## src/rtl/gm_pkg.sv

```systemverilog
// Package: shared mode encoding for the game mode controller.
// Assumes: nothing beyond a 2-bit mode bus seen by neighbouring blocks.
package gm_pkg;

    typedef enum logic [1:0] {
        GM_IDLE  = 2'd0,
        GM_RUN   = 2'd1,
        GM_PAUSE = 2'd2,
        GM_OVER  = 2'd3
    } gm_state_e;

endpackage

```

## src/rtl/gm_btn_filter.sv

```systemverilog
// Module: gm_btn_filter
// Synchronises an asynchronous push-button level and debounces it.
// The filtered level follows the input only after it has disagreed for
// STABLE_CYCLES consecutive clocks; a one-clock pulse marks each rising
// edge of the filtered level.
// Assumes: STABLE_CYCLES >= 1; reset is synchronous, active low.
module gm_btn_filter #(
    parameter int STABLE_CYCLES = 250000
) (
    input  logic clk,
    input  logic rst_n,
    input  logic raw_i,
    output logic press_o
);

    localparam int CW = (STABLE_CYCLES > 1) ? $clog2(STABLE_CYCLES) : 1;
    localparam logic [CW-1:0] CNT_LAST = CW'(STABLE_CYCLES - 1);

    logic [1:0]    sync_q;
    logic          level_q;
    logic [CW-1:0] cnt_q;

    // Purpose: two-flop synchroniser for the raw button level.
    always_ff @(posedge clk) begin
        if (!rst_n) begin
            sync_q <= 2'b00;
        end else begin
            sync_q <= {sync_q[0], raw_i};
        end
    end

    // Purpose: count disagreement, accept a new level, flag rising edges.
    always_ff @(posedge clk) begin
        if (!rst_n) begin
            level_q <= 1'b0;
            cnt_q   <= '0;
            press_o <= 1'b0;
        end else begin
            press_o <= 1'b0;
            if (sync_q[1] == level_q) begin
                cnt_q <= '0;
            end else if (cnt_q == CNT_LAST) begin
                level_q <= sync_q[1];
                cnt_q   <= '0;
                press_o <= sync_q[1];
            end else begin
                cnt_q <= cnt_q + 1'b1;
            end
        end
    end

endmodule

```

## src/rtl/gm_mode_fsm.sv

```systemverilog
// Module: gm_mode_fsm
// Four-mode game controller driven by a filtered press pulse and a
// collision level. Collision wins over a press in the playing mode.
// start_o is combinational and marks the edge on which play begins,
// so downstream reloads land on the same edge as the mode change.
// Assumes: press_i is a single-clock pulse.
module gm_mode_fsm
    import gm_pkg::*;
(
    input  logic      clk,
    input  logic      rst_n,
    input  logic      press_i,
    input  logic      collide_i,
    output gm_state_e state_o,
    output logic      start_o
);

    gm_state_e state_q;
    gm_state_e state_d;

    // Purpose: next-mode decision from current mode and events.
    always_comb begin
        state_d = state_q;
        unique case (state_q)
            GM_IDLE:  if (press_i) state_d = GM_RUN;
            GM_RUN: begin
                if (collide_i)    state_d = GM_OVER;
                else if (press_i) state_d = GM_PAUSE;
            end
            GM_PAUSE: if (press_i) state_d = GM_RUN;
            GM_OVER:  if (press_i) state_d = GM_IDLE;
            default:  state_d = GM_IDLE;
        endcase
    end

    // Purpose: mode register.
    always_ff @(posedge clk) begin
        if (!rst_n) begin
            state_q <= GM_IDLE;
        end else begin
            state_q <= state_d;
        end
    end

    assign start_o = (state_q == GM_IDLE) && press_i;
    assign state_o = state_q;

endmodule

```

## src/rtl/gm_speed_timer.sv

```systemverilog
// Module: gm_speed_timer
// Two-stage tick divider with difficulty scaling. Stage one divides the
// clock by BASE_DIV while enabled; stage two divides those base ticks by
// the current scaling value. Every PASS_STEP passed pulses seen while
// enabled lower the scaling value by one, stopping at SCALE_MIN.
// Counters hold their phase while disabled and clear on restart_i.
// Assumes: BASE_DIV >= 1, 1 <= SCALE_MIN <= SCALE_INIT, PASS_STEP >= 1.
module gm_speed_timer #(
    parameter int BASE_DIV   = 7813,
    parameter int SCALE_INIT = 30,
    parameter int SCALE_MIN  = 1,
    parameter int PASS_STEP  = 2,
    localparam int SW        = $clog2(SCALE_INIT + 1)
) (
    input  logic          clk,
    input  logic          rst_n,
    input  logic          en_i,
    input  logic          restart_i,
    input  logic          passed_i,
    output logic          tick_o,
    output logic [SW-1:0] scale_o
);

    localparam int BW = (BASE_DIV > 1) ? $clog2(BASE_DIV) : 1;
    localparam int PW = $clog2(PASS_STEP + 1);
    localparam logic [SW-1:0] SCALE_RELOAD = SW'(SCALE_INIT);
    localparam logic [SW-1:0] SCALE_FLOOR  = SW'(SCALE_MIN);
    localparam logic [PW-1:0] PASS_LAST    = PW'(PASS_STEP - 1);

    logic          base_tick;
    logic [SW-1:0] scale_q;
    logic [SW-1:0] sub_q;
    logic [PW-1:0] pass_q;

    generate
        if (BASE_DIV > 1) begin : g_base_div
            localparam logic [BW-1:0] BASE_LAST = BW'(BASE_DIV - 1);
            logic [BW-1:0] base_q;

            // Purpose: stage-one counter producing base-rate pulses.
            always_ff @(posedge clk) begin
                if (!rst_n || restart_i) begin
                    base_q <= '0;
                end else if (en_i) begin
                    base_q <= (base_q == BASE_LAST) ? '0 : base_q + 1'b1;
                end
            end

            assign base_tick = en_i && (base_q == BASE_LAST);
        end else begin : g_base_pass
            assign base_tick = en_i;
        end
    endgenerate

    // Purpose: stage-two counter, emits a tick every scale_q base pulses.
    always_ff @(posedge clk) begin
        if (!rst_n || restart_i) begin
            sub_q  <= '0;
            tick_o <= 1'b0;
        end else begin
            tick_o <= 1'b0;
            if (base_tick) begin
                if (sub_q >= scale_q - 1'b1) begin
                    sub_q  <= '0;
                    tick_o <= 1'b1;
                end else begin
                    sub_q <= sub_q + 1'b1;
                end
            end
        end
    end

    // Purpose: difficulty scaling from the count of obstacles passed.
    always_ff @(posedge clk) begin
        if (!rst_n || restart_i) begin
            scale_q <= SCALE_RELOAD;
            pass_q  <= '0;
        end else if (en_i && passed_i) begin
            if (pass_q == PASS_LAST) begin
                pass_q <= '0;
                if (scale_q > SCALE_FLOOR) begin
                    scale_q <= scale_q - 1'b1;
                end
            end else begin
                pass_q <= pass_q + 1'b1;
            end
        end
    end

    assign scale_o = scale_q;

endmodule

```

## src/rtl/game_mode_ctrl.sv

```systemverilog
// Module: game_mode_ctrl (top)
// Game mode controller with obstacle speed timer. One debounced button
// steps the mode; a collision ends play; the speed timer runs only in
// the playing mode and restarts its difficulty on each new game.
// Assumes: collide and obst_passed are synchronous to clk; btn_raw may
// be asynchronous; reset is synchronous, active low.
module game_mode_ctrl
    import gm_pkg::*;
#(
    parameter int BASE_DIV        = 7813,
    parameter int SCALE_INIT      = 30,
    parameter int SCALE_MIN       = 1,
    parameter int PASS_STEP       = 2,
    parameter int DEBOUNCE_CYCLES = 250000,
    localparam int SW             = $clog2(SCALE_INIT + 1)
) (
    input  logic          clk,
    input  logic          rst_n,
    input  logic          btn_raw,
    input  logic          collide,
    input  logic          obst_passed,
    output logic          move_tick,
    output logic [1:0]    game_state,
    output logic [SW-1:0] speed_scale
);

    logic      press;
    logic      start;
    gm_state_e state;

    gm_btn_filter #(
        .STABLE_CYCLES(DEBOUNCE_CYCLES)
    ) u_filter (
        .clk    (clk),
        .rst_n  (rst_n),
        .raw_i  (btn_raw),
        .press_o(press)
    );

    gm_mode_fsm u_fsm (
        .clk      (clk),
        .rst_n    (rst_n),
        .press_i  (press),
        .collide_i(collide),
        .state_o  (state),
        .start_o  (start)
    );

    gm_speed_timer #(
        .BASE_DIV  (BASE_DIV),
        .SCALE_INIT(SCALE_INIT),
        .SCALE_MIN (SCALE_MIN),
        .PASS_STEP (PASS_STEP)
    ) u_timer (
        .clk      (clk),
        .rst_n    (rst_n),
        .en_i     (state == GM_RUN),
        .restart_i(start),
        .passed_i (obst_passed),
        .tick_o   (move_tick),
        .scale_o  (speed_scale)
    );

    assign game_state = state;

endmodule

```

## config.mk

```make
export PLATFORM = sky130hd
export DESIGN_NAME = game_mode_ctrl
export DESIGN_NICKNAME = d
export VERILOG_FILES = /design/src/rtl/gm_pkg.sv /design/src/rtl/gm_btn_filter.sv /design/src/rtl/gm_mode_fsm.sv /design/src/rtl/gm_speed_timer.sv /design/src/rtl/game_mode_ctrl.sv
export SDC_FILE = /design/constraint.sdc
export NUM_CORES = 1
export LEC_CHECK = 0
export ABC_AREA = 0
export ABC_CLOCK_PERIOD_IN_PS = 2800
export BUFFER_PORTS_ARGS = -buffer_cell sky130_fd_sc_hd__buf_2
export CAP_MARGIN = 20
export CORE_AREA = 2 2 69 84
export CTS_BUF_LIST = sky130_fd_sc_hd__clkbuf_16
export DETAILED_ROUTE_END_ITERATION = 10
export DIE_AREA = 0 0 71 86
export PLACE_DENSITY = 0.59
export SYNTH_ARGS = -nofsm -noshare
export SYNTH_HDL_FRONTEND = slang
export SYNTH_SLANG_ARGS = --single-unit
```

## constraint.sdc

```tcl
create_clock -name clk -period 2.8 [get_ports clk]
set_input_delay 0.42 -clock clk [delete_from_list [all_inputs] [get_ports clk]]
set_output_delay 0.42 -clock clk [all_outputs]
set_load 0.02 [all_outputs]
```

# == Yosys cells after proc, flatten, opt, wreduce, memory -nomap -nowiden ==
# Cells that the tools add are included.
# totals
regBits,50
wordCells,53
output_inout_bits,8
# op_classes
n_eq_ne,10
n_addsub,5
bitwise,4
reduce_logical,13
n_lt_le_gt_ge,2
muxes,9
# op_table
op,n
$add A18 B1 Y18 const B,1
$eq A18 B18 Y1 const B,1
$add A13 B1 Y13 const B,1
$eq A13 B13 Y1 const B,1
$mux W13,1
$mux W2,5
$pmux W2 S3,1
$reduce_and A3 Y1,2
$reduce_or A3 Y1,2
$add A5 B1 Y5 const B,1
$ge A5 B5 Y1,1
$gt A5 B1 Y1 const B,1
$mux W5,1
$sub A5 B1 Y5 const B,1
$eq A2 B1 Y1 const B,2
$eq A2 B2 Y1 const B,2
$not A1 Y1,4
$reduce_or A2 Y1,2
$logic_and A1 B1 Y1,3
$ne A3 B3 Y1 const B,1
$add A2 B1 Y2 const B,1
$logic_not A2 Y1,1
$ne A2 B1 Y1 const B,1
$ne A2 B2 Y1 const B,1
other kinds (5),5

# == Depth between registers and ports, before layout ==
# Gate-level depths: netlist (run 1).
# depth
depth_word,4
depth_mapped,9
ltp_nobuf,9

# == Hierarchy ==
# Synthesis (run 1) repeated with hierarchy kept, for this count alone.
# unflattened
hier_cells,277
hier_area_um2,2496.1
# by_module_without_submodules
mod,n_inst,area_per_inst_um2,cells_per_inst
gm_speed_timer,1,1422.6,160
gm_btn_filter,1,973.4,107
gm_mode_fsm,1,86.3,9
game_mode_ctrl,1,13.8,1

# == Worst setup path before layout (run 1) ==
# Ideal clock, no wire load.
# synth_timing
kind,reg2reg
startpoint,register u_timer.scale_q[0] (netlist: u_timer.scale_o[0])
endpoint,register u_timer.sub_q[1]
arrival_time_ps,2208
t_required_ps,2730
period_less_slack_ps,2278
slack_ps,522
path_stages_with_launch,10
cell_sequence,dfxtp_1 -> inv_1 -> ha_1 -> xnor2_1 -> ha_1 -> a21o_1 -> a31oi_1 -> o21a_1 -> or3b_1 -> a21oi_1
# synth_between
elab_chain_cells,3
# synth_rtl
element,line,text
start: declaration,gm_speed_timer.sv:31,logic [SW-1:0] scale_q;
start signal: assignment,gm_speed_timer.sv:82,scale_q <= scale_q - 1'b1;
$sub A5 B1 Y5,gm_speed_timer.sv:63,if (sub_q >= scale_q - 1'b1) begin
$ge A5 B5 Y1,gm_speed_timer.sv:63,
$mux W5,gm_speed_timer.sv:63,
end signal: assignment,gm_speed_timer.sv:67,sub_q <= sub_q + 1'b1;
end: declaration,gm_speed_timer.sv:32,logic [SW-1:0] sub_q;
# Every way passes these cells.
# A chain may end at the register's enable or synchronous reset.

# == Worst setup path in the final report (run 1) ==
# Ends and elaborated chain as after synthesis.

==> results of run 1 <==
==> final timing paths <==
check | from | to | slack [ns] | cells after the start
worst max-delay path | u_timer.scale_o[0] | u_timer.sub_q[1] | 0.50 | 9
worst min-delay path | btn_raw | u_filter.sync_q[0] | 0.34 | 2
worst max register to register | u_timer.scale_o[0] | u_timer.sub_q[1] | 0.50 | 9
worst min register to register | u_filter.sync_q[0] | u_filter.sync_q[1] | 0.43 | 1
==> report_power, final <==
part | total, W | internal [W] | switching, W
registers | 0.000714 | 0.000713 | 0.00000101
clock network | 0.000574 | 0.000322 | 0.000252
logic | 0.0000193 | 0.00000629 | 0.0000130
==> worst max-delay path, cell delays in order (launching register included) <==
cell,delay (ns)
dfxtp_1,0.42
inv_1,0.09
ha_1,0.25
xnor2_1,0.14
ha_1,0.29
a21o_1,0.16
a31oi_1,0.19
o21a_1,0.20
or3b_1,0.35
a21oi_1,0.14
==> sequential cells by signal, indices dropped and copies added (netlist names) <==
register / flops
u_filter.sync_q: 2
u_filter.level_q: 1
u_timer.sub_q: 5
u_timer.scale_o: 5
u_timer.g_base_div.base_q: 13
u_timer.pass_q: 2
u_fsm.state_o: 2
u_timer.tick_o: 1
u_filter.cnt_q: 18
u_filter.press_o: 1
==> cell type report <==
| type | instances | area, sq um | share of cell area |
|---|---|---|---|
| multi-input cells | 203 | 1280 | 0.492 |
| flip-flops and latches | 50 | 1000 | 0.384 |
| clock buffers | 5 | 125 | 0.0481 |
| well taps | 62 | 77.6 | 0.0298 |
| repair buffers | 14 | 75.1 | 0.0288 |
| inverters | 9 | 33.8 | 0.0130 |
| clock inverters | 3 | 11.3 | 0.00432 |
==> stage by stage <==
step	cell area, sq um	std cells	worst slack, ns
detailed placement	2470	338	0.521
floorplan	2330	266	0.522
global placement	2470	338	0.591
CTS	2600	346	0.494
finish	2600	346	0.499
global route	2600	346	0.314
==> synth_stat cells (all sizes together) <==
library cell | n | area (sq um)
dfxtp | 50 | 1000
nor2 | 48 | 188
nand2 | 24 | 90.1
xor2 | 18 | 158
xnor2 | 16 | 140
nand3 | 13 | 65.1
ha | 11 | 138
inv | 9 | 33.8
and3 | 8 | 50.1
nand4 | 7 | 58.8
a21oi | 6 | 30.0
nor3 | 6 | 30.0
o21ai | 6 | 30.0
nor4 | 5 | 31.3
and2 | 4 | 25.0
nand2b | 4 | 25.0
a211o | 3 | 26.3
buf | 3 | 15.0
nor2b | 3 | 18.8
a31oi | 2 | 12.5
and4 | 2 | 17.5
mux2i | 2 | 20.0
nand4b | 2 | 17.5
nor4b | 2 | 17.5
a211oi | 1 | 12.5
a21boi | 1 | 7.51
a21o | 1 | 7.51
clkbuf | 1 | 3.75
nand3b | 1 | 7.51
nor3b | 1 | 7.51
o211ai | 1 | 7.51
o21a | 1 | 7.51
o21bai | 1 | 7.51
or2 | 1 | 6.26
or3b | 1 | 8.76
or4 | 1 | 11.3
==> layer usage <==
metal / track usage / wire (microns) / up-vias
li1: - / - / 937
met1: 0.175 / 1880 / 793
met2: 0.251 / 1890 / 16
met3: 0.0353 / 94 / 10
met4: 0.0703 / 99 / 0
met5: 0 / 0 / -
==> logic make-up (layout without fill, tap and decap cells) <==
kind of cell    after synthesis  count (layout)  share of synthesized area
fa+ha+maj                    11              11                     0.0590
mux                           2               2                    0.00858
flops                        50              50                      0.429
buf+inv                      13              31                     0.0225
simple gates                133             133                      0.290
xor+xnor                     34              34                      0.128
compound gates               23              23                     0.0638
==> cells in the final DEF, fill, tap and decap left out, types with 5 or more instances in the layout <==
cell type and count:
nand2_1 24, xnor2_1 16, nor4_1 5, a21oi_1 6, nand3_1 13, o21ai_0 6, and3_1 8, dfxtp_1 50
buf_2 12, xor2_1 18, nor2_1 47, nand4_1 6, ha_1 11, inv_1 9, clkbuf_16 5, nor3_1 6
==> out/qor.yml, run 1 <==
run_status:
  status: "complete, no violations"
pwr:
  p_total_w: 0.00131
  ir_drop_mv: 0.394
  power.density_nw_per_um2: 502
  p_leak_nw: 1.00
placement:
  place_congestion: 0.763
  dp_hpwl_microns: 2840
  port_buffers: 12
synthesis:
  netlist_area_sq_um: 2330
  synth_fp_nets: 282
  synth_area_per_cell_sq_um: 8.77
  syn-instance-count: 266
  yosysWarnings: 0
  synth_seq_area_share: 0.429
  synth-seq-cells: 50
  ys_types: 38
clock_network:
  cts_buffers: 5
  insertion_delay_ns: 0.28
  hold_buffers: 0
  cts_root_buf: "clkbuf_16"
  cts_buffer_depth: 2
  postCtsResizedCells: 0
  clock_sinks: 50
  tritoncts: "built"
  post_cts_buffers: 0
  htree_levels: 2
  clk_pin_slew_ns: 0.07
detailed_routing:
  antenna_left: 0
  num_vias: 1756
  routed_via_density: 5.08
  drc: 0
  wl_microns: 3960
  drtPass1Iterations: 4
  dr.first_iter.drc_count: 36
  wire_per_inst_microns: 11.5
sta:
  rsz0062_at_grt: "no"
  setup_total_negative_slack_ns: 0
  setup_viol: 0
  worst_pin_slew_ns: 0.524
  slew_viol_final: 0
  finClkSkew_ns: 0.00385
  period_share: 0.822
  fin_crit_ns: 2.30
  hold_violations: 0
  holdWs_ns: 0.341
  relSlewSlack: 0.650
  fmax_ghz: 0.435
worst_setup_path:
  setup.worst_path.end_class: "flip-flop"
  critical_path_class: "flip-flop to flip-flop"
  critPathLaunchType: "flip-flop"
  crit_fanout: 6
  cp.arrival_ns: 2.52
  required_ns: 3.02
floorplanning:
  floorplan.die_area_sq_um: 6110
  die_h_microns: 86
  rows: 29
  start_util: 0.444
  coreArea_sq_um: 5260
  pin_count: 13
  die-width_microns: 71
layout:
  drive_above_1_share: 0.0845
  diodes: 0
  nets: 299
  area_growth_pct: 11.6
  finish.utilization: 0.495
  fillers: 503
grt:
  grt_max_degree: 18
  grt_antenna_before_repair: 0
  grt_pass1_wl_microns: 7330
  grt_pass1_vias: 1701
  grt_overflow: 0
  grt_usage: 0.148
job:
  cap_viol_max_count: 0
min_path:
  hold_class: "input port to flip-flop"
Note: power is estimated with default switching activity, not from simulation.
==> inputs of run 2 (changes only) <==
--- a/config.mk
+++ b/config.mk
@@ -5,15 +5,15 @@
 export SDC_FILE = /design/constraint.sdc
 export NUM_CORES = 1
 export LEC_CHECK = 0
-export ABC_AREA = 0
-export ABC_CLOCK_PERIOD_IN_PS = 2800
+export ABC_AREA = 1
+export ABC_CLOCK_PERIOD_IN_PS = 2100
 export BUFFER_PORTS_ARGS = -buffer_cell sky130_fd_sc_hd__buf_2
 export CAP_MARGIN = 20
-export CORE_AREA = 2 2 69 84
+export CORE_AREA = 2 2 74 90
 export CTS_BUF_LIST = sky130_fd_sc_hd__clkbuf_16
 export DETAILED_ROUTE_END_ITERATION = 10
-export DIE_AREA = 0 0 71 86
-export PLACE_DENSITY = 0.59
+export DIE_AREA = 0 0 76 92
+export PLACE_DENSITY = 0.6
 export SYNTH_ARGS = -nofsm -noshare
 export SYNTH_HDL_FRONTEND = slang
 export SYNTH_SLANG_ARGS = --single-unit
==> constraint.sdc (replaced) <==
create_clock -name clk -period 2.1 [get_ports clk]
set_input_delay 0.315 -clock clk [delete_from_list [all_inputs] [get_ports clk]]
set_output_delay 0.315 -clock clk [all_outputs]
set_load 0.02 [all_outputs]
==> run 2 against run 1 <==
Effect of this change:
- worst setup slack got worse by 0.32 ns
- largest power group unchanged
- sequential power grew 33%
- register-to-register slack worse by 0.32 ns
- sequential share of layout area decreased by 4.9 points
==> out/qor.yml, run 2 <==
run_status:
  status: "complete, no violations"
pwr:
  p_total_w: 0.00182
  power.density_nw_per_um2: 610
  p_leak_nw: 1.26
  ir_drop_mv: 0.310
detailed_routing:
  antenna_left: 0
  drtPass1Iterations: 4
  wire_per_inst_microns: 10.5
  dr.first_iter.drc_count: 116
  wl_microns: 5280
  drc: 0
  num_vias: 2396
  routed_via_density: 4.76
synthesis:
  synthMuxAreaShare: 0
  yosysMostFrequentCell: "nand2_1"
  synth_xor_area_frac: 0.0329
  synth_fp_nets: 415
  ys_top_cells_by_area: "dfxtp_1, nand2_1, nor2_1, inv_1, nand3_1"
  yosys.area.top_type: "dfxtp_1"
  async_reset_ff_frac: 0
  ys_types: 30
  synthSimpleGateAreaFrac: 0.378
  synth_seq_area_share: 0.376
  synth-seq-cells: 50
  synth_area_per_cell_sq_um: 6.67
  synth_compound_area_frac: 0.0705
  yosysWarnings: 0
  netlist_area_sq_um: 2660
  synthAdderAreaFrac: 0.0517
  ys.flop_type: "dfxtp_1"
  syn-instance-count: 399
  synth-edff-count: 0
  synth_top_area_share: 0.376
  synth_top_family_by_area: "simple AND/OR/NAND/NOR gates"
  synthTopCellsByCount: "nand2_1, nor2_1, inv_1, dfxtp_1, nand3_1"
grt:
  grt_pass1_vias: 2308
  use_met3: 0.0325
  grt_max_degree: 19
  grt_antenna_before_repair: 0
  grt_overflow: 0
  grt_pass1_wl_microns: 9630
  met1_usage: 0.183
  busiest_layer: "met2"
  grt_use_met2: 0.320
  grt_usage: 0.166
sta:
  fmax_ghz: 0.520
  hold_violations: 0
  setup_total_negative_slack_ns: 0
  finClkSkew_ns: 0.00580
  period_share: 0.915
  slew_viol_final: 0
  worst_pin_slew_ns: 0.478
  relSlewSlack: 0.680
  setup_viol: 0
  rsz0062_at_grt: "no"
  fin_crit_ns: 1.92
worst_setup_path:
  r2r_slack_ns: 0.18
  r2r_start: "u_timer.scale_o[1]"
  r2r_cells: 13
  cp.arrival_ns: 2.15
  critPathLaunchType: "flip-flop"
  setup.worst_path.end_class: "flip-flop"
  crit_fanout: 4
  critical_path_class: "flip-flop to flip-flop"
  required_ns: 2.33
  reg2reg_to: "u_timer.sub_q[2]"
placement:
  placed_cells: 495
  dp_hpwl_microns: 4030
  port_buffers: 12
  place_congestion: 0.892
layout:
  fin_cells: 503
  area_growth_pct: 12.1
  diodes: 0
  final-seq-area_sq_um: 1000
  largest_reg_flops: 18
  final_cell_mix: "nand2_1, nor2_1, inv_1"
  top_register: "u_filter.cnt_q"
  multiInputGateArea_sq_um: 1420
  nets: 433
  fillers: 629
  drive_above_1_share: 0.0933
  layout_commonest_cell: "nand2_1"
  top_regs: "u_filter.cnt_q x18, u_timer.g_base_div.base_q x13"
min_path:
  min_path_cells: 3
  hold_path_end: "u_filter.sync_q[0]"
  hold_start: "btn_raw"
  hold_class: "input port to flip-flop"
floorplanning:
  die_h_microns: 92
  die-width_microns: 76
  pin_count: 13
  rows: 32
  floorplan.die_area_sq_um: 6990
  coreArea_sq_um: 6210
  start_util: 0.429
clock_network:
  postCtsResizedCells: 0
  cts_buffers: 5
  tritoncts: "built"
  clock_sinks: 50
  cts_buffer_depth: 2
  hold_buffers: 0
  post_cts_buffers: 0
  cts_root_buf: "clkbuf_16"
  insertion_delay_ns: 0.29
  clk_pin_slew_ns: 0.07
  htree_levels: 2
job:
  cap_viol_max_count: 0
==> run 2: changes by cell type after synthesis, moves of 5 or more <==
cell	change
nand3_1	+19
xor2_1	-11
nand2_1	+80
o21ai_1	+5
inv_1	+48
and3_1	-8
nor4_1	-5
xnor2_1	-13
nor2_1	+23
a21oi_1	+10
==> run 2: worst max-delay path: stages (launching register included) <==
cell and delay (ns):
dfxtp_1 0.36, inv_1 0.07, ha_1 0.20, nand2_1 0.08, xor2_1 0.14, inv_1 0.07, ha_1 0.29, nand2_1 0.09
inv_1 0.06, a21oi_2 0.15, nand3_1 0.11, nand2_1 0.10, inv_2 0.05, nor2_1 0.09
==> run 2: area by class of cell <==
| type | instances | area share |
|---|---|---|
| multi-input cells | 285 | 0.477 |
| flip-flops and latches | 50 | 0.336 |
| clock buffers | 5 | 0.0419 |
| inverters | 62 | 0.0780 |
| clock inverters | 3 | 0.00965 |
| well taps | 85 | 0.0357 |
| repair buffers | 13 | 0.0227 |
==> run 2: cells by family after synthesis <==
kind of cell / Yosys count
adder cells (fa/ha/maj): 11
buffers and inverters: 64
AND/OR/NAND/NOR: 231
flip-flops: 50
XOR/XNOR: 10
AO/OA/AOI/OAI: 33
==> run 2: per-layer routing <==
layer,up-vias,routed length [microns]
met5,-,0
met4,0,51
met3,6,138
met2,29,2800
met1,1070,2290
li1,1291,-
==> run 2: how the worst max path moves through the flow <==
stage	start	to	slack [ns]
4_1_cts	u_timer.scale_o[1]	u_timer.sub_q[2]	0.14
3_5_place_dp	u_timer.scale_o[1]	u_timer.sub_q[2]	0.18
3_3_place_gp	u_timer.scale_o[1]	u_timer.sub_q[4]	0.22
2_1_floorplan	u_timer.scale_o[0]	u_timer.sub_q[2]	0.1
5_1_grt	u_timer.scale_o[1]	u_timer.sub_q[2]	0.03
6_report	u_timer.scale_o[1]	u_timer.sub_q[2]	0.18
==> run 2: through the flow <==
stage	hold WS, ns	cell area (sq um)	setup WS, ns	utilization
2_1_floorplan	0.390	2660	0.0995	-
3_3_place_gp	0.406	2830	0.215	0.455
3_5_place_dp	0.406	2830	0.179	0.455
4_1_cts	0.199	2980	0.143	0.480
5_1_grt	0.215	2980	0.0281	0.481
6_report	0.203	2980	0.179	0.481
==> run 2: power by group <==
| group | total [W] | leakage, nW | switching [W] | internal (W) |
|---|---|---|---|---|
| logic | 0.0000304 | 0.785 | 0.0000213 | 0.00000914 |
| clock network | 0.000838 | 0.0763 | 0.000382 | 0.000457 |
| registers | 0.000951 | 0.403 | 0.00000150 | 0.000950 |
==> inputs of run 3 (changes only) <==
--- a/config.mk
+++ b/config.mk
@@ -5,15 +5,14 @@
 export SDC_FILE = /design/constraint.sdc
 export NUM_CORES = 1
 export LEC_CHECK = 0
-export ABC_AREA = 1
 export ABC_CLOCK_PERIOD_IN_PS = 2100
 export BUFFER_PORTS_ARGS = -buffer_cell sky130_fd_sc_hd__buf_2
 export CAP_MARGIN = 20
-export CORE_AREA = 2 2 74 90
+export CORE_AREA = 2 2 69 84
 export CTS_BUF_LIST = sky130_fd_sc_hd__clkbuf_16
 export DETAILED_ROUTE_END_ITERATION = 10
-export DIE_AREA = 0 0 76 92
-export PLACE_DENSITY = 0.6
+export DIE_AREA = 0 0 71 86
+export PLACE_DENSITY = 0.61
 export SYNTH_ARGS = -nofsm -noshare
 export SYNTH_HDL_FRONTEND = slang
 export SYNTH_SLANG_ARGS = --single-unit
==> run 3 against run 2 <==
Effect of this change:
- power increased by 1.5%
- non-clock buffer count increased by 9
- hold slack improved by 0.027 ns
- wire length decreased by 21%
- sequential power about the same
- cell area decreased by 7.3%
- via count decreased by 24%
- register-to-register slack got worse by 0.14 ns
- sequential share of layout area increased by 2.9 points
- first-iteration DRC count decreased by 22%
- critical path depth decreased by 4
- largest cell class unchanged
- largest power group unchanged
==> out/qor.yml, run 3 (synthesis results as in run 1) <==
run_status:
  status: "complete, no violations"
placement:
  place_congestion: 0.767
  dp_hpwl_microns: 2960
  place_ws_ns: 0.00301
  port_buffers: 12
sta:
  period_share: 0.983
  relSlewSlack: 0.643
  fmax_ghz: 0.485
  worst_slack_ns: 0.0363
  fin_crit_ns: 2.06
  setup_viol: 0
  hold_violations: 0
  finClkSkew_ns: 0.00550
  worst_pin_slew_ns: 0.534
  holdWs_ns: 0.230
  rsz0062_at_grt: "yes"
  slew_viol_final: 0
  setup_total_negative_slack_ns: 0
worst_setup_path:
  crit_fanout: 4
  crit_family: "compound AO/OA/AOI/OAI gates"
  cp_slowest_cell: "dfxtp_4"
  cp.arrival_ns: 2.29
  critPathLaunchType: "flip-flop"
  worst-path-buf-inv: 1
  critical_path_class: "flip-flop to flip-flop"
  required_ns: 2.32
  setup.worst_path.end_class: "flip-flop"
  crit_path_max_incr_delay_ns: 0.36
  crit_chain: "inv_4 -> ha_4 -> xnor2_2 -> ha_1 -> a21o_1 -> a31oi_2 -> o21a_1 -> or3b_1 -> a21oi_2"
floorplanning:
  coreArea_sq_um: 5260
  die-width_microns: 71
  start_util: 0.444
  floorplan.die_area_sq_um: 6110
  rows: 29
  pin_count: 13
  die_h_microns: 86
pwr:
  ir_drop_mv: 0.479
  p_leak_nw: 1.06
  power.density_nw_per_um2: 668
  p_total_w: 0.00185
clock_network:
  cts_buffer_depth: 2
  cts_root_buf: "clkbuf_16"
  clk_pin_slew_ns: 0.07
  cts_buffers: 5
  hold_buffers: 0
  htree_levels: 2
  insertion_delay_ns: 0.29
  tritoncts: "built"
  clock_sinks: 50
detailed_routing:
  wl_microns: 4160
  drc: 0
  dr.first_iter.drc_count: 91
  num_vias: 1813
  wire_per_inst_microns: 11.8
  drtPass1Iterations: 4
  routed_via_density: 5.12
  antenna_left: 0
layout:
  diodes: 0
  nets: 307
  top_register: "u_filter.cnt_q"
  area_growth_pct: 18.6
  largest_reg_flops: 18
  drive_above_1_share: 0.168
  top_regs: "u_filter.cnt_q x18, u_timer.g_base_div.base_q x13"
  final_cell_mix: "nor2_1, dfxtp_1, nand2_1"
job:
  cap_viol_max_count: 0
grt:
  grt_pass1_vias: 1692
  grt_max_degree: 18
  grt_pass1_wl_microns: 7280
  grt_antenna_before_repair: 0
  grt_usage: 0.149
  grt_overflow: 0
min_path:
  hold_class: "input port to flip-flop"
run 3: cell count changes in the layout (fill, tap and decap cells not counted), sizes merged, moves of 4 or more:
cell | previous run | this run
a21oi | 17 | 6
and2 | 0 | 4
and3 | 0 | 8
buf | 13 | 22
inv | 63 | 10
nand2 | 105 | 24
nand2b | 0 | 4
nand3 | 34 | 13
nor2 | 75 | 48
nor4 | 0 | 5
o21ai | 12 | 6
xnor2 | 3 | 16
xor2 | 7 | 18
run 3: path summary, 6_finish.rpt:
path | start | endpoint | slack [ns] | cells after the start
worst max-delay path | u_timer.scale_o[0] | u_timer.sub_q[1] | 0.04 | 9
worst min-delay path | btn_raw | u_filter.sync_q[0] | 0.23 | 2
worst max register to register | u_timer.scale_o[0] | u_timer.sub_q[1] | 0.04 | 9
worst min register to register | u_filter.sync_q[0] | u_filter.sync_q[1] | 0.43 | 1
run 3: final cells by class:
class | count | area, sq um
multi-input combinational | 203 | 1350
clock inverter | 2 | 13.8
inverter | 9 | 36.3
sequential | 50 | 1010
fill | 496 | 2490
tap | 62 | 77.6
timing repair buffer | 22 | 135
clock buffer | 6 | 150
run 3: power by group:
group	internal [W]	switching [W]	total (W)
Sequential	0.000949	0.00000134	0.000950
Clock	0.000516	0.000352	0.000868
Combinational	0.0000109	0.0000191	0.0000300
Total	0.00148	0.000372	0.00185
run 3: through the flow:
step,util,cell area [sq um],instances
after CTS,0.513,2700,353
final,0.526,2770,354
after floorplan,-,2340,266
after detailed placement,0.480,2520,345
after global routing,0.526,2770,354
after global placement,0.480,2520,345
run 3: what timing repair did:
| action | 4_1_cts | 5_1_grt |
|---|---|---|
| pin swaps | 0 | 5 |
| cloned | 0 | 0 |
| buffers inserted | 0 | 1 |
| setup endpoints to repair | 2 | 5 |
| gates resized for setup | 2 | 13 |
run 3: routing by layer:
layer  track usage  vias to the layer above  routed length (microns)
met5             0                        -                        0
li1              -                      954                        -
met3        0.0364                        9                       87
met1         0.172                      840                     1910
met4        0.0823                        0                      104
met2         0.252                       10                     2060
